**config.mk**
```make
export PLATFORM = sky130hd
export DESIGN_NAME = gather_packer
export DESIGN_NICKNAME = d
export VERILOG_FILES = /design/src/rtl/gp_pkg.sv /design/src/rtl/gp_addr_gen.sv /design/src/rtl/gp_pack_buf.sv /design/src/rtl/gather_packer.sv
export SDC_FILE = /design/constraint.sdc
export NUM_CORES = 1
export LEC_CHECK = 0
export BUFFER_PORTS_ARGS = -buffer_cell sky130_fd_sc_hd__buf_4
export CAP_MARGIN = 40
export CORE_MARGIN = 3
export CORE_UTILIZATION = 40
export CTS_BUF_LIST = sky130_fd_sc_hd__clkbuf_16
export DETAILED_ROUTE_END_ITERATION = 10
export GPL_TIMING_DRIVEN = 0
export HOLD_SLACK_MARGIN = 0.05
export PLACE_DENSITY = 0.72
export SKIP_CTS_REPAIR_TIMING = 1
export SKIP_LAST_GASP = 1
export SLEW_MARGIN = 10
export SYNTH_ARGS = -nofsm -noshare
export SYNTH_HDL_FRONTEND = slang
export SYNTH_SLANG_ARGS = --single-unit
```
**constraint.sdc**
```tcl
create_clock -name clk -period 2.7 [get_ports clk]
set_input_delay 0.27 -clock clk [delete_from_list [all_inputs] [get_ports clk]]
set_output_delay 0.27 -clock clk [all_outputs]
set_load 0.02 [all_outputs]
```
**src/rtl/gp_pkg.sv**
```systemverilog
package gp_pkg;
    typedef enum logic {
        GP_IDLE = 1'b0,
        GP_RUN  = 1'b1
    } gp_state_e;
endpackage

```
**src/rtl/gp_addr_gen.sv**
```systemverilog
// Element address walker: holds the current address and the remaining element count.
module gp_addr_gen #(
    parameter int AW = 16,
    parameter int CW = 16
) (
    input  logic          clk,
    input  logic          rst_n,
    input  logic          load,
    input  logic          step,
    input  logic [AW-1:0] base,
    input  logic [AW-1:0] stride,
    input  logic [CW-1:0] count,
    output logic [AW-1:0] addr,
    output logic          more,
    output logic          final_elem
);
    typedef struct packed {
        logic [AW-1:0] addr;
        logic [AW-1:0] stride;
        logic [CW-1:0] rem;
    } ag_t;

    ag_t ag_d, ag_q;

    always_comb begin
        ag_d = ag_q;
        if (load) begin
            ag_d.addr   = base;
            ag_d.stride = stride;
            ag_d.rem    = count;
        end else if (step) begin
            ag_d.addr = ag_q.addr + ag_q.stride;
            ag_d.rem  = ag_q.rem - CW'(1);
        end
    end

    always_ff @(posedge clk) begin
        if (!rst_n) ag_q <= '0;
        else        ag_q <= ag_d;
    end

    assign addr       = ag_q.addr;
    assign more       = (ag_q.rem != '0);
    assign final_elem = (ag_q.rem == CW'(1));

    // a read is only issued while elements remain
    a_r2_step_has_work: assert property (@(posedge clk) disable iff (!rst_n)
        step |-> (ag_q.rem != '0));
endmodule

```
**src/rtl/gp_pack_buf.sv**
```systemverilog
// Payload buffer that doubles as the output register.
module gp_pack_buf #(
    parameter int DW   = 64,
    parameter int Q    = 4,
    parameter int CNTW = 3
) (
    input  logic            clk,
    input  logic            rst_n,
    input  logic            wr_en,
    input  logic [DW-1:0]   wr_data,
    input  logic            wr_last,
    input  logic            out_ready,
    output logic            out_valid,
    output logic [Q*DW-1:0] out_data,
    output logic [CNTW-1:0] out_count,
    output logic            out_last,
    output logic            at_top
);
    localparam int IDXW = (Q > 1) ? $clog2(Q) : 1;

    typedef struct packed {
        logic [Q-1:0][DW-1:0] words;
        logic [CNTW-1:0]      fill;
        logic                 vld;
        logic                 last;
    } pb_t;

    pb_t pb_d, pb_q;
    logic [IDXW-1:0] idx;

    assign idx = pb_q.fill[IDXW-1:0];

    always_comb begin
        pb_d = pb_q;
        if (pb_q.vld && out_ready) begin
            pb_d = '0;
        end else if (wr_en) begin
            pb_d.words[idx] = wr_data;
            pb_d.fill       = pb_q.fill + CNTW'(1);
            if ((pb_q.fill == CNTW'(Q - 1)) || wr_last) begin
                pb_d.vld  = 1'b1;
                pb_d.last = wr_last;
            end
        end
    end

    always_ff @(posedge clk) begin
        if (!rst_n) pb_q <= '0;
        else        pb_q <= pb_d;
    end

    assign out_valid = pb_q.vld;
    assign out_data  = pb_q.words;
    assign out_count = pb_q.fill;
    assign out_last  = pb_q.last;
    assign at_top    = (pb_q.fill == CNTW'(Q - 1));

    a_r8_hold_payload: assert property (@(posedge clk) disable iff (!rst_n)
        (out_valid && !out_ready) |=> (out_valid && $stable(out_data)
                                       && $stable(out_count) && $stable(out_last)));
    a_r4_count_range: assert property (@(posedge clk) disable iff (!rst_n)
        out_valid |-> ((out_count != '0) && (out_count <= CNTW'(Q))));
    a_r6_short_is_last: assert property (@(posedge clk) disable iff (!rst_n)
        (out_valid && (out_count != CNTW'(Q))) |-> out_last);
endmodule

```
**src/rtl/gather_packer.sv**
```systemverilog
module gather_packer
    import gp_pkg::*;
#(
    parameter int AW   = 16,
    parameter int DW   = 64,
    parameter int Q    = 4,
    parameter int CW   = 16,
    localparam int CNTW = $clog2(Q + 1)
) (
    input  logic            clk,
    input  logic            rst_n,
    input  logic            start_valid,
    output logic            start_ready,
    input  logic [AW-1:0]   start_base,
    input  logic [AW-1:0]   start_stride,
    input  logic [CW-1:0]   start_count,
    output logic            mem_rd_en,
    output logic [AW-1:0]   mem_rd_addr,
    input  logic [DW-1:0]   mem_rd_data,
    output logic            out_valid,
    input  logic            out_ready,
    output logic [Q*DW-1:0] out_data,
    output logic [CNTW-1:0] out_count,
    output logic            out_last,
    output logic            busy,
    output logic            done
);
    typedef struct packed {
        gp_state_e st;
        logic      pend;
        logic      pend_last;
        logic      done;
    } ctl_t;

    ctl_t ctl_d, ctl_q;

    logic start_fire, issue, more, final_elem, at_top, finish;

    assign start_ready = (ctl_q.st == GP_IDLE);
    assign start_fire  = start_valid && start_ready;
    assign issue       = (ctl_q.st == GP_RUN) && more && !out_valid
                         && !(ctl_q.pend && at_top);
    assign finish      = out_valid && out_ready && out_last;

    gp_addr_gen #(.AW(AW), .CW(CW)) u_addr (
        .clk        (clk),
        .rst_n      (rst_n),
        .load       (start_fire),
        .step       (issue),
        .base       (start_base),
        .stride     (start_stride),
        .count      (start_count),
        .addr       (mem_rd_addr),
        .more       (more),
        .final_elem (final_elem)
    );

    gp_pack_buf #(.DW(DW), .Q(Q), .CNTW(CNTW)) u_buf (
        .clk       (clk),
        .rst_n     (rst_n),
        .wr_en     (ctl_q.pend),
        .wr_data   (mem_rd_data),
        .wr_last   (ctl_q.pend_last),
        .out_ready (out_ready),
        .out_valid (out_valid),
        .out_data  (out_data),
        .out_count (out_count),
        .out_last  (out_last),
        .at_top    (at_top)
    );

    always_comb begin
        ctl_d           = ctl_q;
        ctl_d.pend      = issue;
        ctl_d.pend_last = issue && final_elem;
        ctl_d.done      = 1'b0;
        case (ctl_q.st)
            GP_IDLE: begin
                if (start_fire) begin
                    if (start_count == '0) ctl_d.done = 1'b1;
                    else                   ctl_d.st   = GP_RUN;
                end
            end
            GP_RUN: begin
                if (finish) begin
                    ctl_d.st   = GP_IDLE;
                    ctl_d.done = 1'b1;
                end
            end
            default: ctl_d.st = GP_IDLE;
        endcase
    end

    always_ff @(posedge clk) begin
        if (!rst_n) ctl_q <= '{st: GP_IDLE, pend: 1'b0, pend_last: 1'b0, done: 1'b0};
        else        ctl_q <= ctl_d;
    end

    assign mem_rd_en = issue;
    assign busy      = (ctl_q.st == GP_RUN);
    assign done      = ctl_q.done;

    a_r8_no_read_while_held: assert property (@(posedge clk) disable iff (!rst_n)
        out_valid |-> !mem_rd_en);
    a_r9_done_when_idle: assert property (@(posedge clk) disable iff (!rst_n)
        done |-> (!busy && !out_valid));
    a_r9_busy_until_final: assert property (@(posedge clk) disable iff (!rst_n)
        (busy && !finish) |=> busy);
endmodule

```
==> key figures, run 1 <==
Clocking
  – CTS max path bufs: 3
  – Root buf cell: clkbuf_16
  – Clock-pin slew on the worst setup and hold paths: 0.06 ns
  – CTS Sinks: 313
  – CTS tree: built
  – Total CTS buffers: 34
  – H-tree Lvls: 2
  – Clk Latency, worst-skew pair: 0.52 ns

Logic synthesis
  – EDFF count, synth: 0
  – Mapped Cells: 1,528
  – Unique masters post-synth: 51
  – Post-synth ARST share: 0%
  – Most common cell in the synthesized netlist: nand2_1
  – Share of the synthesized area in the top cell type: 51.92%
  – Cell taking the most area after synthesis: dfxtp_1
  – Yosys synthesis warning count: 0
  – Synthesized net count: 1,668
  – Number of synthesized register bits: 313
  – Post-synth top flop: dfxtp_1
  – Average cell area after synthesis: 7.899 sq um
  – Netlist Area Pre-Place: 12,070 sq um
  – Synth cell count leaders: nand2_1, dfxtp_1, a21oi_1, clkbuf_1, nor2_1
  – Largest cells by area after synthesis: dfxtp_1, nand2_1, a21oi_1, ha_1, clkbuf_1
  – Register area share after synthesis: 51.92%

Worst setup path
  – Reg2reg start: u_buf.out_valid$_SDFFE_PP0P_
  – R2R Setup Slk: 0.29 ns
  – Reg2reg end: u_buf.out_data[118]$_SDFFE_PP0P_
  – CP cell instances: ha_1, ha_1, nand2_1, and3_4, nand2_2, inv_2, buf_6, buf_6, buf_4
  – CP endpoint kind: output pin
  – R2R cell count: 5
  – Slowest CP cell: dfxtp_1
  – CP Buf/Inv Count: 4
  – Crit start category: flip-flop
  – Critical Path AT: 2.34 ns
  – Largest stage delay on the critical path: 0.36 ns
  – CP required: 2.43 ns
  – Class of the most critical setup path: reg -> out
  – Worst path top cell family by delay: buffers and inverters
  – Critical path peak fanout: 10

Global routing
  – Total GRT Usage: 25.78%
  – Initial antenna violation count: 0
  – Vias in the first global route: 11,480
  – First-pass GRT wire length: 67.06 mm
  – Largest net degree at the start of global routing: 14
  – Remaining Overflow, GRT: 0

Floorplanning
  – Row count: 62
  – IO Count: 397
  – DIE AREA: 32,290 sq um
  – Die width: 179.7 um
  – Die height: 179.7 um
  – Core area: 29,250 sq um
  – Initial core utilization: 41.27%

Place
  – IO Port Bufs: 395
  – HPWL after detailed placement: 33.57 mm
  – Gpl congestion: 0.9059
  – Dpl ws: 0.09132 ns

Drt
  – Antenna-violating nets left: 0
  – Post-route DRC: 0
  – Via count: 12,690
  – Vias per inst: 5.188
  – First-pass DRT Iterations: 5
  – DRT Wirelength: 45.22 mm
  – Initial drt markers: 872
  – Wire per inst: 18.49 um

Hold path
  – WHS Endpoint: busy$_SDFF_PN0_
  – Hold Path Class: in -> reg
  – Hold wc startpoint: start_valid
  – WHS Path Cells: 3

Timing
  – RSZ-0062 raised after global routing: true
  – Final Slew Violations: 0
  – Slew HR: 43.52%
  – Min Tclk post-route: 2.611 ns
  – Final period util: 96.72%
  – Least-Margin Pin Slew: 0.8472 ns
  – Final setup viols: 0
  – Final Hold Viols: 0
  – Clock Skews: 0.02004 ns
  – Setup TNS: 0 ns
  – Setup WS post-layout: 0.08869 ns
  – Peak Freq: 0.3830 GHz

Cells and area
  – Share of cells above drive strength 1: 22.99%
  – Synth-to-Final Area Change: 43.47%
  – Final nets: 2,177
  – Ant. Diodes: 0

Run status
  – Status: completed

Power and ir drop
  – Leakage: 7.091 nW
  – Peak supply drop: 0.4376 mV
  – Power density over the cells: 605.1 nW/um^2

Flow run
  – Max_cap viols: 0
## how the worst max path moves through the flow
stage | startpoint | to | slack (ns) | depth (start not counted)
after floorplan | u_addr.addr[0]$_SDFFE_PN0P_ | u_addr.addr[14]$_SDFFE_PN0P_ | 0.54 | 8
after detailed placement | rst_n | u_buf.out_data[116]$_SDFFE_PP0P_ | 0.09 | 5
after global routing | u_buf.out_count[0]$_SDFFE_PP0P_ | mem_rd_en | -0.05 | 9
after global placement | rst_n | u_buf.out_data[119]$_SDFFE_PP0P_ | 0.11 | 5
after CTS | u_buf.out_count[0]$_SDFFE_PP0P_ | mem_rd_en | -0.04 | 9
final | u_buf.out_count[0]$_SDFFE_PP0P_ | mem_rd_en | 0.09 | 9
## where the power goes
group	switching (mW)	internal, mW
clock	1.89	2.39
combinational	0.774	0.560
sequential	0.107	4.75
## metal layers
| metal | wire, um | track usage [%] | vias to the layer above |
|---|---|---|---|
| li1 | - | - | 6092 |
| met1 | 18330 | 31.88 | 5961 |
| met2 | 22110 | 44.86 | 541 |
| met3 | 3179 | 5.234 | 97 |
| met4 | 1591 | 8.818 | 0 |
| met5 | 0 | 0 | - |
## cell families after synthesis
group                      count (synthesis)  share of synthesized area (%)
xor gates and xnor gates                  15                          1.089
and+or+nand+nor                          669                          22.42
DFF                                      313                          51.92
muxes                                      3                         0.2592
adders and majority gates                 24                          2.550
buffers and inverters                    126                          4.603
AOI/OAI and AO/OA                        378                          17.16
## through the flow
step / std cells / total power, mW / hold WS (ns) / area [sq um] / utilization, %
2_1_floorplan: 1528 / 5.618 / 0.4060 / 12070 / -
3_3_place_gp: 2307 / 6.164 / 0.4418 / 15510 / 53.05
3_5_place_dp: 2307 / 6.179 / 0.4466 / 15510 / 53.05
4_1_cts: 2368 / 10.44 / -0.01882 / 16520 / 56.50
5_1_grt: 2446 / 10.86 / 0.04774 / 17320 / 59.21
6_report: 2446 / 10.48 / 0.03381 / 17320 / 59.21
## worst register-to-register path, cell delays in order, from the launching register on
cell,delay [ns]
dfxtp_1,0.42
nand2_1,0.08
nand2_1,0.38
clkbuf_1,0.70
clkbuf_1,0.59
a21oi_1,0.10
## flip-flops by register name (all words and copies together) (netlist names)
| name | count |
|---|---|
| u_addr.ag_q | 32 |
| busy | 1 |
| u_buf.out_count | 3 |
| done | 1 |
| u_buf.out_data | 256 |
| u_addr.addr | 16 |
| ctl_q | 2 |
| u_buf.out_valid | 1 |
| u_buf.out_last | 1 |
## placed cells by master, fill, tap and decap left out, types with 15 or more instances in the layout
| cell type | n |
|---|---|
| a21oi_1 | 307 |
| inv_1 | 21 |
| buf_4 | 413 |
| clkbuf_16 | 34 |
| ha_1 | 23 |
| dlygate4sd3_1 | 78 |
| buf_1 | 24 |
| a22oi_1 | 15 |
| nand2_1 | 583 |
| clkbuf_1 | 71 |
| nor2_1 | 25 |
| dfxtp_1 | 313 |
## cell type report
type	instances	area, sq um
clock buffer	34	850.8
multi-input combinational	1089	5259
fill	2604	11930
clock inverter	27	157.7
buffer	115	514.2
sequential	313	6266
inverter	11	41.29
timing repair buffer	473	3746
tap	384	480.5
(Power assumes the default switching activity.)
==> run 2: changes to the inputs <==
HOLD_SLACK_MARGIN = not set   (was 0.05)
clock period = 2.8 ns   (was 2.7 ns; I/O delays follow)
==> run 2 against run 1 <==
Setup slack gained 0.063 ns. Via count decreased by 3.8%. First-iteration DRC count shrank 16%. Design area fell by 4.6%. Worst hold slack lost 0.021 ns. Die area unchanged. Core utilization decreased by 2.7 points. Critical endpoint unchanged. Sequential cell count stayed put. Critical path depth stayed put. Register-to-register slack lost 0.09 ns.
==> key figures, run 2 (synthesis gave the netlist of run 1 again) <==
Run status
  – Status: completed

Flow run
  – Max_cap viols: 0

Timing
  – Final Hold Viols: 0
  – Slew HR: 43.40%
  – Final setup viols: 0
  – Peak Freq: 0.3776 GHz
  – Setup TNS: 0 ns
  – Least-Margin Pin Slew: 0.8490 ns
  – Final period util: 94.59%
  – Final Slew Violations: 0
  – Clock Skews: 0.01898 ns
  – Min Tclk post-route: 2.649 ns
  – RSZ-0062 raised after global routing: false

Clocking
  – Clock-pin slew on the worst setup and hold paths: 0.06 ns
  – CTS Sinks: 313
  – CTS max path bufs: 3
  – CTS tree: built
  – Total CTS buffers: 34
  – Root buf cell: clkbuf_16
  – H-tree Lvls: 2
  – Clk Latency, worst-skew pair: 0.52 ns

Power and ir drop
  – Power density over the cells: 604.7 nW/um^2
  – Leakage: 6.763 nW
  – Total power: 9.992 mW
  – Peak supply drop: 0.4199 mV

Worst setup path
  – R2R cell count: 8
  – CP endpoint kind: output pin
  – CP required: 2.52 ns
  – Crit start category: flip-flop
  – CP cell instances: ha_1, ha_1, nand2_1, and3_2, nand2_2, inv_2, buf_6, buf_6, buf_4
  – Class of the most critical setup path: reg -> out
  – Critical Path AT: 2.37 ns
  – Critical path peak fanout: 10
  – Reg2reg end: u_addr.addr[14]$_SDFFE_PN0P_
  – Largest stage delay on the critical path: 0.36 ns
  – Reg2reg start: u_addr.addr[0]$_SDFFE_PN0P_
  – Slowest CP cell: dfxtp_1
  – R2R Setup Slk: 0.20 ns

Place
  – HPWL after detailed placement: 33.57 mm
  – # placed instances: 2,307
  – Placed Area: 15,510 sq um
  – IO Port Bufs: 395
  – Gpl congestion: 0.9059

Hold path
  – Hold wc startpoint: start_base[14]
  – Hold Path Class: in -> reg
  – WHS Endpoint: u_addr.addr[14]$_SDFFE_PN0P_
  – WHS Path Cells: 3

Cells and area
  – Number of fill cells in the layout: 2,730
  – Final Instance Area: 16,520 sq um
  – Commonest cells after routing, fill and taps aside: nand2_1, buf_4, dfxtp_1
  – Synth-to-Final Area Change: 36.92%
  – Max reg flops: 256
  – Share of cells above drive strength 1: 23.84%
  – Post-route insts no fill: 2,368
  – Ant. Diodes: 0
  – Final nets: 2,099
  – Most common cell after layout, fill and taps aside: nand2_1

Global routing
  – Initial antenna violation count: 0
  – First-pass GRT wire length: 67.06 mm
  – Total GRT Usage: 25.78%
  – Largest net degree at the start of global routing: 14
  – Vias in the first global route: 11,480
  – Remaining Overflow, GRT: 0

Drt
  – Initial drt markers: 732
  – Antenna-violating nets left: 0
  – DRT Wirelength: 43.90 mm
  – Via count: 12,200
  – Post-route DRC: 0
  – First-pass DRT Iterations: 5
  – Vias per inst: 5.154
  – Wire per inst: 18.54 um

Floorplanning
  – Initial core utilization: 41.27%
  – IO Count: 397
  – Core area: 29,250 sq um
  – Die height: 179.7 um
  – Row count: 62
  – Die width: 179.7 um
  – DIE AREA: 32,290 sq um
[run 2: cell types whose count changed in the layout (fill, tap and decap cells not counted)]
cell	before	now
a221oi_1	2	3
dlygate4sd3_1	78	0
a221oi_2	1	0
and3_4	1	0
and3_2	0	1
[run 2: per-layer routing]
metal  vias to the layer above  track usage [%]  wire [um]
li1                       5934                -          -
met3                        86            5.234       3046
met2                       461            44.86      21310
met1                      5723            31.88      18070
met4                         0            8.818       1465
met5                         -                0          0
[run 2: how the worst max path moves through the flow]
stage,slack [ns],end,cells past startpoint,start
6_report,0.15,mem_rd_en,9,u_buf.out_count[0]$_SDFFE_PP0P_
5_1_grt,0.005,mem_rd_en,9,u_buf.out_count[0]$_SDFFE_PP0P_
2_1_floorplan,0.64,u_addr.addr[14]$_SDFFE_PN0P_,8,u_addr.addr[0]$_SDFFE_PN0P_
4_1_cts,0.05,mem_rd_en,9,u_buf.out_count[0]$_SDFFE_PP0P_
3_3_place_gp,0.20,u_buf.out_data[119]$_SDFFE_PP0P_,5,rst_n
3_5_place_dp,0.18,u_buf.out_data[116]$_SDFFE_PP0P_,5,rst_n
[run 2: power breakdown]
| group | total (mW) | internal, mW | switching, mW |
|---|---|---|---|
| Combinational | 1.19 | 0.468 | 0.720 |
| Sequential | 4.68 | 4.58 | 0.102 |
| Clock | 4.12 | 2.31 | 1.82 |
| Total | 9.99 | 7.36 | 2.64 |
[run 2: through the flow]
stage	hold WS [ns]	utilization (%)	worst slack, ns
3_3_place_gp	0.4418	53.05	0.2047
3_5_place_dp	0.4466	53.05	0.1813
4_1_cts	-0.008822	56.50	0.05141
6_report	0.01270	56.50	0.1514
5_1_grt	0.002298	56.50	0.004518
2_1_floorplan	0.4160	-	0.6424
[run 2: critical path: cells and delay by family, from the launching register on]
| family | cells | cell delay (ns) |
|---|---|---|
| buf+inv | 4 | 0.57 |
| simple gates | 3 | 0.47 |
| flops | 1 | 0.36 |
| fa+ha+maj | 2 | 0.45 |
[run 2: final cells by class]
| type | count | area [sq um] | area share [%] |
|---|---|---|---|
| buffer | 115 | 514.2 | 3.112 |
| clock buffer | 34 | 850.8 | 5.149 |
| clock inverter | 27 | 157.7 | 0.9540 |
| inverter | 11 | 41.29 | 0.2499 |
| multi-input combinational | 1089 | 5249 | 31.76 |
| sequential | 313 | 6266 | 37.92 |
| tap | 384 | 480.5 | 2.908 |
| timing repair buffer | 395 | 2965 | 17.95 |
